==> src/rtl/pairedByteMux_pkg.sv <==
package pairedByteMux_pkg;

  // Lane steering commands from the decoder to the data path.
  typedef struct packed {
    logic latchLo;      // capture host byte into write holding register
    logic holdHi;       // capture device high lane into read holding register
    logic driveLo;      // drive device low lane
    logic driveHi;      // drive device high lane (paired write)
    logic hostDrive;    // drive host data bus
    logic hostFromHold; // host byte comes from read holding register
  } laneCtl_t;

endpackage

==> src/rtl/byteMuxCtrl.sv <==
module byteMuxCtrl
  import pairedByteMux_pkg::*;
#(
  parameter int ADDR_W = 10,
  parameter int NCH = 2,
  parameter logic [NCH*ADDR_W-1:0] BASES = {10'h310, 10'h300}
) (
  input  logic              clk,
  input  logic              rstN,
  input  logic [ADDR_W-1:0] hostAddr,
  input  logic              hostAen,
  input  logic              hostIowN,
  input  logic              hostIorN,
  input  logic              chanSwap,
  output laneCtl_t          laneCtl,
  output logic [NCH-1:0]    ideCs0N,
  output logic [NCH-1:0]    ideCs1N,
  output logic [2:0]        ideAddr,
  output logic              ideDiowN,
  output logic              ideDiorN
);

  localparam int OFF_W = 4;
  localparam int CH_W = 1;
  localparam logic SWAP_OK = 1'(NCH > 1);

  logic [NCH-1:0] winHit;
  logic [CH_W-1:0] hitIdx, physIdx;
  logic anyHit;
  logic [OFF_W-1:0] offset;
  logic wrAcc, rdAcc, isBaseWr, isPairWr, isPairRd, ideCycle;

  for (genvar c = 0; c < NCH; c++) begin : g_win
    assign winHit[c] = !hostAen &&
      (hostAddr[ADDR_W-1:OFF_W] == BASES[c*ADDR_W+OFF_W +: ADDR_W-OFF_W]);
  end

  always_comb begin
    hitIdx = '0;
    anyHit = 1'b0;
    for (int c = NCH - 1; c >= 0; c--) begin
      if (winHit[c]) begin
        hitIdx = CH_W'(c);
        anyHit = 1'b1;
      end
    end
  end

  assign physIdx = hitIdx ^ CH_W'(SWAP_OK & chanSwap);
  assign offset = hostAddr[OFF_W-1:0];

  assign wrAcc = rstN && anyHit && !hostIowN && hostIorN;
  assign rdAcc = rstN && anyHit && !hostIorN && hostIowN;
  assign isBaseWr = wrAcc && (offset == '0);
  assign isPairWr = wrAcc && (offset == OFF_W'(1));
  assign isPairRd = rdAcc && (offset == OFF_W'(1));
  assign ideCycle = (wrAcc || rdAcc) && !isBaseWr && !isPairRd;

  always_comb begin
    ideCs0N = '1;
    ideCs1N = '1;
    if (ideCycle) begin
      if (offset[OFF_W-1]) ideCs1N[physIdx] = 1'b0;
      else                 ideCs0N[physIdx] = 1'b0;
    end
  end

  assign ideAddr  = (ideCycle && !isPairWr) ? offset[2:0] : 3'd0;
  assign ideDiowN = !(ideCycle && wrAcc);
  assign ideDiorN = !(ideCycle && rdAcc);

  always_comb begin
    laneCtl = '0;
    laneCtl.latchLo      = isBaseWr;
    laneCtl.holdHi       = rdAcc && (offset == '0);
    laneCtl.driveLo      = wrAcc && !isBaseWr;
    laneCtl.driveHi      = isPairWr;
    laneCtl.hostDrive    = rdAcc;
    laneCtl.hostFromHold = isPairRd;
  end


  strobe_excl_chk: assert property (@(posedge clk) disable iff (!rstN)
    !(!ideDiowN && !ideDiorN));


  aen_idle_chk: assert property (@(posedge clk) disable iff (!rstN)
    hostAen |-> (ideDiowN && ideDiorN && (&ideCs0N) && (&ideCs1N)));


  pair_wr_chk: assert property (@(posedge clk) disable iff (!rstN)
    laneCtl.driveHi |-> (!ideDiowN && ideAddr == 3'd0 && !(&ideCs0N)));


  cs_onehot_chk: assert property (@(posedge clk) disable iff (!rstN)
    $onehot0(~{ideCs0N, ideCs1N}));


  pair_rd_chk: assert property (@(posedge clk) disable iff (!rstN)
    laneCtl.hostFromHold |-> (ideDiorN && (&ideCs0N) && (&ideCs1N)));

endmodule

==> src/rtl/byteMuxPath.sv <==
module byteMuxPath
  import pairedByteMux_pkg::*;
#(
  parameter int BYTE_W = 8
) (
  input  logic                clk,
  input  logic                rstN,
  input  laneCtl_t            laneCtl,
  input  logic [BYTE_W-1:0]   hostDataIn,
  input  logic [2*BYTE_W-1:0] ideDataIn,
  output logic [BYTE_W-1:0]   hostDataOut,
  output logic                hostDataOe,
  output logic [2*BYTE_W-1:0] ideDataOut,
  output logic                ideLoOe,
  output logic                ideHiOe
);

  localparam int WORD_W = 2 * BYTE_W;

  logic [BYTE_W-1:0] wrLatch, rdHold;

  always_ff @(posedge clk or negedge rstN) begin
    if (!rstN) begin
      wrLatch <= '0;
      rdHold  <= '0;
    end else begin
      if (laneCtl.latchLo) wrLatch <= hostDataIn;
      if (laneCtl.holdHi)  rdHold  <= ideDataIn[WORD_W-1:BYTE_W];
    end
  end

  always_comb begin
    ideDataOut = '0;
    if (laneCtl.driveLo) ideDataOut[BYTE_W-1:0] = laneCtl.driveHi ? wrLatch : hostDataIn;
    if (laneCtl.driveHi) ideDataOut[WORD_W-1:BYTE_W] = hostDataIn;
  end

  assign ideLoOe = laneCtl.driveLo;
  assign ideHiOe = laneCtl.driveHi;
  assign hostDataOe = laneCtl.hostDrive;
  assign hostDataOut = !laneCtl.hostDrive ? '0 :
                       laneCtl.hostFromHold ? rdHold : ideDataIn[BYTE_W-1:0];


  hold_capture_chk: assert property (@(posedge clk) disable iff (!rstN)
    laneCtl.holdHi |=> (rdHold == $past(ideDataIn[WORD_W-1:BYTE_W])));


  latch_keep_chk: assert property (@(posedge clk) disable iff (!rstN)
    !laneCtl.latchLo |=> $stable(wrLatch));


  hi_lane_pair_chk: assert property (@(posedge clk) disable iff (!rstN)
    ideHiOe |-> (ideLoOe && !hostDataOe));

endmodule

==> src/rtl/pairedByteMux.sv <==
module pairedByteMux
  import pairedByteMux_pkg::*;
#(
  parameter int ADDR_W = 10,
  parameter int BYTE_W = 8,
  parameter int NCH = 2,
  parameter logic [NCH*ADDR_W-1:0] BASES = {10'h310, 10'h300}
) (
  input  logic                clk,
  input  logic                rstN,
  input  logic [ADDR_W-1:0]   hostAddr,
  input  logic                hostAen,
  input  logic                hostIowN,
  input  logic                hostIorN,
  input  logic [BYTE_W-1:0]   hostDataIn,
  output logic [BYTE_W-1:0]   hostDataOut,
  output logic                hostDataOe,
  input  logic                chanSwap,
  input  logic [2*BYTE_W-1:0] ideDataIn,
  output logic [2*BYTE_W-1:0] ideDataOut,
  output logic                ideLoOe,
  output logic                ideHiOe,
  output logic [NCH-1:0]      ideCs0N,
  output logic [NCH-1:0]      ideCs1N,
  output logic [2:0]          ideAddr,
  output logic                ideDiowN,
  output logic                ideDiorN
);

  laneCtl_t laneCtl;

  byteMuxCtrl #(.ADDR_W(ADDR_W), .NCH(NCH), .BASES(BASES)) u_ctrl (
    .clk(clk), .rstN(rstN), .hostAddr(hostAddr), .hostAen(hostAen),
    .hostIowN(hostIowN), .hostIorN(hostIorN), .chanSwap(chanSwap),
    .laneCtl(laneCtl), .ideCs0N(ideCs0N), .ideCs1N(ideCs1N),
    .ideAddr(ideAddr), .ideDiowN(ideDiowN), .ideDiorN(ideDiorN)
  );

  byteMuxPath #(.BYTE_W(BYTE_W)) u_path (
    .clk(clk), .rstN(rstN), .laneCtl(laneCtl), .hostDataIn(hostDataIn),
    .ideDataIn(ideDataIn), .hostDataOut(hostDataOut), .hostDataOe(hostDataOe),
    .ideDataOut(ideDataOut), .ideLoOe(ideLoOe), .ideHiOe(ideHiOe)
  );

endmodule

==> config.mk <==
export PLATFORM = sky130hd
export DESIGN_NAME = pairedByteMux
export DESIGN_NICKNAME = d
export VERILOG_FILES = /design/src/rtl/pairedByteMux_pkg.sv /design/src/rtl/byteMuxCtrl.sv /design/src/rtl/byteMuxPath.sv /design/src/rtl/pairedByteMux.sv
export SDC_FILE = /design/constraint.sdc
export NUM_CORES = 1
export LEC_CHECK = 0
export BUFFER_PORTS_ARGS = -buffer_cell sky130_fd_sc_hd__clkbuf_2
export CORE_MARGIN = 3
export CORE_UTILIZATION = 45
export CTS_CLUSTER_DIAMETER = 30
export DETAILED_ROUTE_END_ITERATION = 12
export GPL_TIMING_DRIVEN = 0
export PLACE_DENSITY_LB_ADDON = 0.12
export SKIP_LAST_GASP = 1
export SLEW_MARGIN = 20
export SYNTH_ARGS = -nofsm -noshare
export SYNTH_HDL_FRONTEND = slang
export SYNTH_SLANG_ARGS = --single-unit
export TNS_END_PERCENT = 10
==> constraint.sdc <==
create_clock -name clk -period 3.6 [get_ports clk]
set_input_delay 0.36 -clock clk [delete_from_list [all_inputs] [get_ports clk]]
set_output_delay 0.36 -clock clk [all_outputs]
set_load 0.02 [all_outputs]
==> Implementation_results.wiki, run 1 <==
{| class="wikitable"
! Metric !! Value
|-
| GRT Resource Usage Total || 20.1%
|-
| Placeable Area || 0.00232 mm2
|-
| Ports placed on the boundary || 76
|-
| Overall power consumption || 365 uW
|-
| Detailed Route WL || 3280 um
|-
| Reg2Reg Depth || 1
|-
| Maximum number of pins on one net before global-route repair || 21
|-
| R2r startpoint || u_path.wrLatch[2]
|-
| Cell type contributing the most total cell area after synthesis || dfrtp_1
|-
| Number of failing setup endpoints in the final timing report || 0
|-
| Synthesized net count || 170
|-
| Worst Slack Setup Final || 1.34 ns
|-
| Warnings from Yosys || 0
|-
| Clock Skews || 0 ns
|-
| Count of standard-cell rows || 17
|-
| Maximum resistive drop on vdd || 162 uV
|-
| Post-synth EDFFs || 0
|-
| Iteration-0 DRC count of the detailed router || 31
|-
| GR Layer Usage met3 || 2.76%
|-
| Cell types with the largest area share after synthesis || dfrtp_1 (35%), mux2_2 (16%), nand2_1 (11%)
|-
| Wire length of the first global-routing pass || 5190 um
|-
| Slew Limit Fails || 0
|-
| Starting density of the core || 50.0%
|-
| Post-route clock period utilization || 62.8%
|-
| Root Buffer || clkbuf_4
|-
| Critical path origin || rstN
|-
| Fraction of final layout cells sized beyond drive strength 1 || 50.2%
|-
| Average vias per placed instance || 5.36
|-
| Die area || 0.00322 mm2
|-
| Pleak || 0.903 nW
|-
| Fmax || 0.442 GHz
|-
| Total Nets Final || 250
|-
| Setup bufs post-CTS || 0
|-
| Final TNS setup || 0 ns
|-
| Pin slew with the least headroom to its limit || 0.478 ns
|-
| Post-synthesis instance area || 0.00116 mm2
|-
| Kind of launch point of the worst setup path || input pin
|-
| Type of the worst min-delay path || in -> async
|-
| Unrepaired setup endpoints after global routing || false
|-
| Kind of critical path || in -> out
|-
| Ys async rst share || 100%
|-
| Die extent in x || 56.8 um
|-
| Tightest hold margin || -0.0136 ns
|-
| Data required time at the worst endpoint || 3.24 ns
|-
| Mean instance size in the synthesized netlist || 8.92 um2
|-
| Detailed Routing Iterations Pass 1 || 4
|-
| Primary flip-flop cell chosen by synthesis mapping || dfrtp_1
|-
| Deepest clock path buffer count || 2
|-
| Number of H-tree levels || 1
|-
| Synth Instances || 130
|-
| Register-to-register setup slack || 2.83 ns
|-
| Sink Count || 16
|-
| Post-layout instance count excluding filler cells || 237
|-
| Area Overhead vs Synth || 38.5%
|-
| CTS buffer count || 3
|-
| Post-CTS Hold Fix Bufs || 0
|-
| Failing checks || negative hold slack
|-
| Worst-case headroom to the max-slew limit || 68.0%
|-
| Input/output buffers || 75
|-
| Cts repair resizes || 0
|-
| Met2 Use GR || 37.3%
|-
| Critical Path Sink Type || primary output
|-
| Post-synthesis sequential area ratio || 34.5%
|-
| List of most frequent post-synthesis cells || nand2_1 (35), a21oi_1 (17), dfrtp_1 (16), mux2_2 (16), and2_1 (9)
|-
| Setup WS pre-CTS || 1.32 ns
|-
| Synth unique cells || 28
|-
| Reported max-cap violation count || 0
|-
| Number of global-route vias before repair || 1238
|-
| Power per cell area || 227 mW/mm2
|-
| Routing usage on met1 || 23.1%
|-
| Fill cells || 179
|-
| Post-DR wirelength/cell || 13.8 um
|-
| Routed via count || 1270
|-
| Number of antenna diodes || 0
|-
| Vertical die dimension || 56.8 um
|-
| Final GP Congestion || 0.803
|-
| Number of hold violations in the final report || 7
|-
| Insertion delay of the later-clocked pin in the worst-skew pair || 0.29 ns
|-
| Top-area cell type share of the netlist area || 34.5%
|-
| Worst reg2reg endpoint || u_path.wrLatch[2]
|-
| Grt peak-use layer || met2
|-
| Outcome || finished with violations
|-
| Leading cell type by number of instances after synthesis || nand2_1
|-
| CTS clock-pin slew for the worst setup and hold paths || 0.11 ns
|-
| Initial antenna violation count || 0
|-
| Antenna Violating Nets Remaining || 0
|-
| Critical path arrival || 1.90 ns
|-
| Clock period minus final worst setup slack || 2.26 ns
|-
| Remaining design rule violation count || 0
|-
| Clock tree from TritonCTS || yes
|-
| Post-detailed-placement half-perimeter wirelength || 2620 um
|-
| Maximum fanout along the worst path || 20
|-
| Total placed cells including tap cells || 233
|-
| Number of synthesized register bits || 16
|-
| Overflow left after global routing || 0
|}
## layout make-up
class | count | area [um2] | share of cell area, %
well taps | 28 | 35.0 | 2.18
clock buffers | 4 | 36.3 | 2.26
repair buffers | 75 | 375 | 23.4
plain buffers | 5 | 42.5 | 2.65
inverters | 2 | 7.51 | 0.467
multi-input cells | 107 | 709 | 44.2
flip-flops and latches | 16 | 400 | 24.9
## worst max-delay path by stage
stage | to | slack, ns | cells past startpoint
after floorplan | ideDataOut[0] | 1.75 | 3
after global placement | ideCs0N[1] | 1.36 | 5
after detailed placement | ideCs0N[1] | 1.32 | 5
after CTS | ideCs0N[1] | 1.31 | 5
after global routing | ideCs0N[1] | 1.18 | 5
final | ideCs0N[1] | 1.34 | 5
## through the flow
| step | util, % | instance area (um2) | hold WS [ns] |
|---|---|---|---|
| 2_1_floorplan | - | 1160 | 0.0644 |
| 3_3_place_gp | 67.7 | 1570 | 0.330 |
| 3_5_place_dp | 67.7 | 1570 | 0.329 |
| 4_1_cts | 69.3 | 1610 | 0.00119 |
| 5_1_grt | 69.3 | 1610 | 0.0213 |
| 6_report | 69.3 | 1610 | -0.0136 |
## cell usage in the layout (no fill, tap or decap), drive strengths merged, types with 2 or more instances in the layout
| cell | count |
|---|---|
| nor3 | 2 |
| and3b | 2 |
| nor3b | 3 |
| nand4 | 3 |
| nand3 | 2 |
| inv | 2 |
| nor2b | 2 |
| nor2 | 2 |
| a21oi | 17 |
| buf | 5 |
| mux2 | 16 |
| and2 | 9 |
| clkbuf | 79 |
| dfrtp | 16 |
| or4 | 3 |
| nand2 | 35 |
| and4 | 2 |
## cell families (layout without fill, tap and decap cells)
group                  count (synthesis)  count (layout)  share of synthesized area (%)
flip-flops                            16              16                           34.5
buffers and inverters                  7              86                           4.31
AO/OA/AOI/OAI                         20              20                           9.82
XOR/XNOR                               2               2                           1.51
AND/OR/NAND/NOR                       69              69                           34.3
multiplexers                          16              16                           15.5
## flip-flops by register name, indices dropped and copies added (netlist names)
signal and count:
u_path.wrLatch 8, u_path.rdHold 8
## where the power goes
group,switching (mW),leakage [nW],internal [mW]
clock,0.0641,0.0210,0.0616
combinational,0.0318,0.658,0.0266
sequential,0.000396,0.223,0.180
## per-layer routing
layer / share of wire (%) / vias up
met2: 52 / 48
li1: - / 621
met3: 6.8 / 4
met4: 0.79 / 0
met5: 0 / -
met1: 41 / 597
## worst max-delay path, cell delays in order
cell,delay (ns)
clkbuf_2,0.38
nor3b_1,0.29
nand2_1,0.18
or4_1,0.52
clkbuf_2,0.17
No activity file was read; power rests on OpenSTA's default activity.
==> run 2: changes to the inputs <==
CORE_UTILIZATION = 42   (was 45)
clock period = 2.1 ns   (was 3.6 ns; I/O delays follow)
==> Implementation_results.wiki, run 2 (same netlist as run 1, synthesis figures left out) <==
{| class="wikitable"
! Metric !! Value
|-
| Outcome || completed (was finished with violations)
|-
| Iteration-0 DRC count of the detailed router || 33 (was 31)
|-
| Insertion delay of the later-clocked pin in the worst-skew pair || 0.28 ns (was 0.29 ns)
|-
| Final GP Congestion || 0.851 (was 0.803)
|-
| CTS buffer count || 3 (unchanged)
|-
| Kind of launch point of the worst setup path || input pin (unchanged)
|-
| Detailed Routing Iterations Pass 1 || 4 (unchanged)
|-
| Power per cell area || 379 mW/mm2 (was 227 mW/mm2)
|-
| Cts repair resizes || 0 (unchanged)
|-
| Worst reg2reg endpoint || u_path.rdHold[6] (was u_path.wrLatch[2])
|-
| GRT Resource Usage Total || 19.5% (was 20.1%)
|-
| Total placed cells including tap cells || 235 (was 233)
|-
| Wire length of the first global-routing pass || 5230 um (was 5190 um)
|-
| Pleak || 0.907 nW (was 0.903 nW)
|-
| Number of hold violations in the final report || 0 (was 7)
|-
| Number of H-tree levels || 1 (unchanged)
|-
| Starting density of the core || 45.6% (was 50.0%)
|-
| Maximum number of pins on one net before global-route repair || 17 (was 21)
|-
| Slew Limit Fails || 0 (unchanged)
|-
| Largest registers || u_path.rdHold (8), u_path.wrLatch (8) (unchanged)
|-
| Remaining design rule violation count || 0 (unchanged)
|-
| Cell depth of the worst min-delay path || 2
|-
| Placeable Area || 0.00254 mm2 (was 0.00232 mm2)
|-
| Post-detailed-placement half-perimeter wirelength || 2580 um (was 2620 um)
|-
| Crit path top cell by count || clkbuf_2 (unchanged)
|-
| Input/output buffers || 75 (unchanged)
|-
| Maximum resistive drop on vdd || 395 uV (was 162 uV)
|-
| Largest stage delay, worst path || 0.51 ns (was 0.52 ns)
|-
| Final TNS setup || 0 ns (unchanged)
|-
| Deepest clock path buffer count || 2 (unchanged)
|-
| Clock tree from TritonCTS || yes (unchanged)
|-
| Crit-path leading delay family || simple AND/OR/NAND/NOR gates (unchanged)
|-
| Overall power consumption || 613 uW (was 365 uW)
|-
| Sink Count || 16 (unchanged)
|-
| Post-DR wirelength/cell || 13.6 um (was 13.8 um)
|-
| Clock period minus final worst setup slack || 1.85 ns
|-
| Critical Path Sink Type || primary output (unchanged)
|-
| Data required time at the worst endpoint || 1.89 ns (was 3.24 ns)
|-
| Hold wc startpoint || ideDataIn[13]
|-
| Ports placed on the boundary || 76 (unchanged)
|-
| Number of antenna diodes || 0 (unchanged)
|-
| Post-route clock period utilization || 87.9%
|-
| Overflow left after global routing || 0 (unchanged)
|-
| Top library cells by usage in the layout, fill and taps aside || clkbuf_2 (75), nand2_1 (35), a21oi_1 (17) (unchanged)
|-
| Count of standard-cell rows || 18 (was 17)
|-
| Number of buffer and inverter instances along the worst setup path || 2 (unchanged)
|-
| Post-layout instance count excluding filler cells || 240 (was 237)
|-
| Endpoint, Worst Hold || u_path.rdHold[5]
|-
| Antenna Violating Nets Remaining || 0 (unchanged)
|-
| Cells traversed along the worst timing path || clkbuf_2 > nor4b_4 > and4_1 > and2_1 > clkbuf_2 (was clkbuf_2 > nor3b_1 > nand2_1 > or4_1 > clkbuf_2)
|-
| Register-to-register setup slack || 1.32 ns (was 2.83 ns)
|-
| Clock Skews || 0 ns (unchanged)
|-
| Reported max-cap violation count || 0 (unchanged)
|-
| Total Nets Final || 251 (was 250)
|-
| Fill cells || 232 (was 179)
|-
| Die area || 0.00343 mm2 (was 0.00322 mm2)
|-
| Average vias per placed instance || 5.20 (was 5.36)
|-
| Pin slew with the least headroom to its limit || 0.714 ns (was 0.478 ns)
|-
| Type of the worst min-delay path || in -> reg (was in -> async)
|-
| Detailed Route WL || 3260 um (was 3280 um)
|-
| R2r startpoint || u_path.rdHold[6] (was u_path.wrLatch[2])
|-
| Unrepaired setup endpoints after global routing || false (unchanged)
|-
| Most common cell after layout, fill and taps aside || clkbuf_2 (unchanged)
|-
| Routed via count || 1248 (was 1270)
|-
| CTS clock-pin slew for the worst setup and hold paths || 0.09 ns (was 0.11 ns)
|-
| Slowest cell on crit path || nor4b_4 (was or4_1)
|-
| Root Buffer || clkbuf_4 (unchanged)
|-
| Maximum fanout along the worst path || 8 (was 20)
|-
| Number of failing setup endpoints in the final timing report || 0 (unchanged)
|-
| Worst-case headroom to the max-slew limit || 52.3% (was 68.0%)
|-
| Initial antenna violation count || 0 (unchanged)
|-
| Reg2Reg Depth || 1 (unchanged)
|-
| Fraction of final layout cells sized beyond drive strength 1 || 50.0% (was 50.2%)
|-
| Vertical die dimension || 58.6 um (was 56.8 um)
|-
| Area Overhead vs Synth || 39.6% (was 38.5%)
|-
| Critical path arrival || 1.64 ns (was 1.90 ns)
|-
| Fmax || 0.542 GHz
|-
| Die extent in x || 58.6 um (was 56.8 um)
|-
| Kind of critical path || in -> out (unchanged)
|-
| Number of global-route vias before repair || 1236 (was 1238)
|}
-- run 2: changes by cell type in the layout (fill, tap and decap cells not counted), sizes merged --
cell / delta
dlygate4sd3: +1
-- run 2: power breakdown --
| group | switching (mW) | internal [mW] | total, mW |
|---|---|---|---|
| combinational | 0.0554 | 0.0467 | 0.102 |
| sequential | 0.000654 | 0.309 | 0.310 |
| clock | 0.0957 | 0.106 | 0.201 |
| total | 0.152 | 0.461 | 0.613 |
-- run 2: layout make-up --
class                   instances  area (um2)  area share, %
plain buffers                   5        42.5           2.63
repair buffers                 76         385           23.8
multi-input cells             107         709           43.8
clock buffers                   4        36.3           2.24
flip-flops and latches         16         400           24.7
inverters                       2        7.51          0.464
well taps                      30        37.5           2.32
-- run 2: what timing repair did --
| item | in CTS | in global routing |
|---|---|---|
| hold buffers | 1 | 0 |
| buffers inserted | 0 | 0 |
| endpoints found under the hold margin | 16 | 0 |
-- run 2: how the worst max path moves through the flow --
stage                start        endpoint  depth (start not counted)
2_1_floorplan  hostAddr[7]   ideDataOut[0]                          3
3_5_place_dp          rstN      ideCs0N[0]                          5
3_3_place_gp          rstN      ideCs0N[1]                          5
4_1_cts        hostAddr[3]  ideDataOut[10]                          5
5_1_grt        hostAddr[3]  ideDataOut[10]                          5
6_report       hostAddr[3]  ideDataOut[10]                          5
-- run 2: per-stage QoR --
stage               cell area, um2  utilization (%)  hold WS [ns]  setup WS, ns
floorplan                     1160                -       -0.0856         0.553
global placement              1570             61.8         0.180         0.159
detailed placement            1570             61.8         0.179        0.0901
CTS                           1620             63.6         0.143         0.238
global route                  1620             63.6         0.135         0.131
finish                        1620             63.6         0.147         0.254
-- run 2: per-layer routing --
layer	part of all wire [%]	GRT usage, %
met1	39	22.7
met2	52	36.2
met3	8.3	5.04
met4	0.40	3.31
met5	0	0
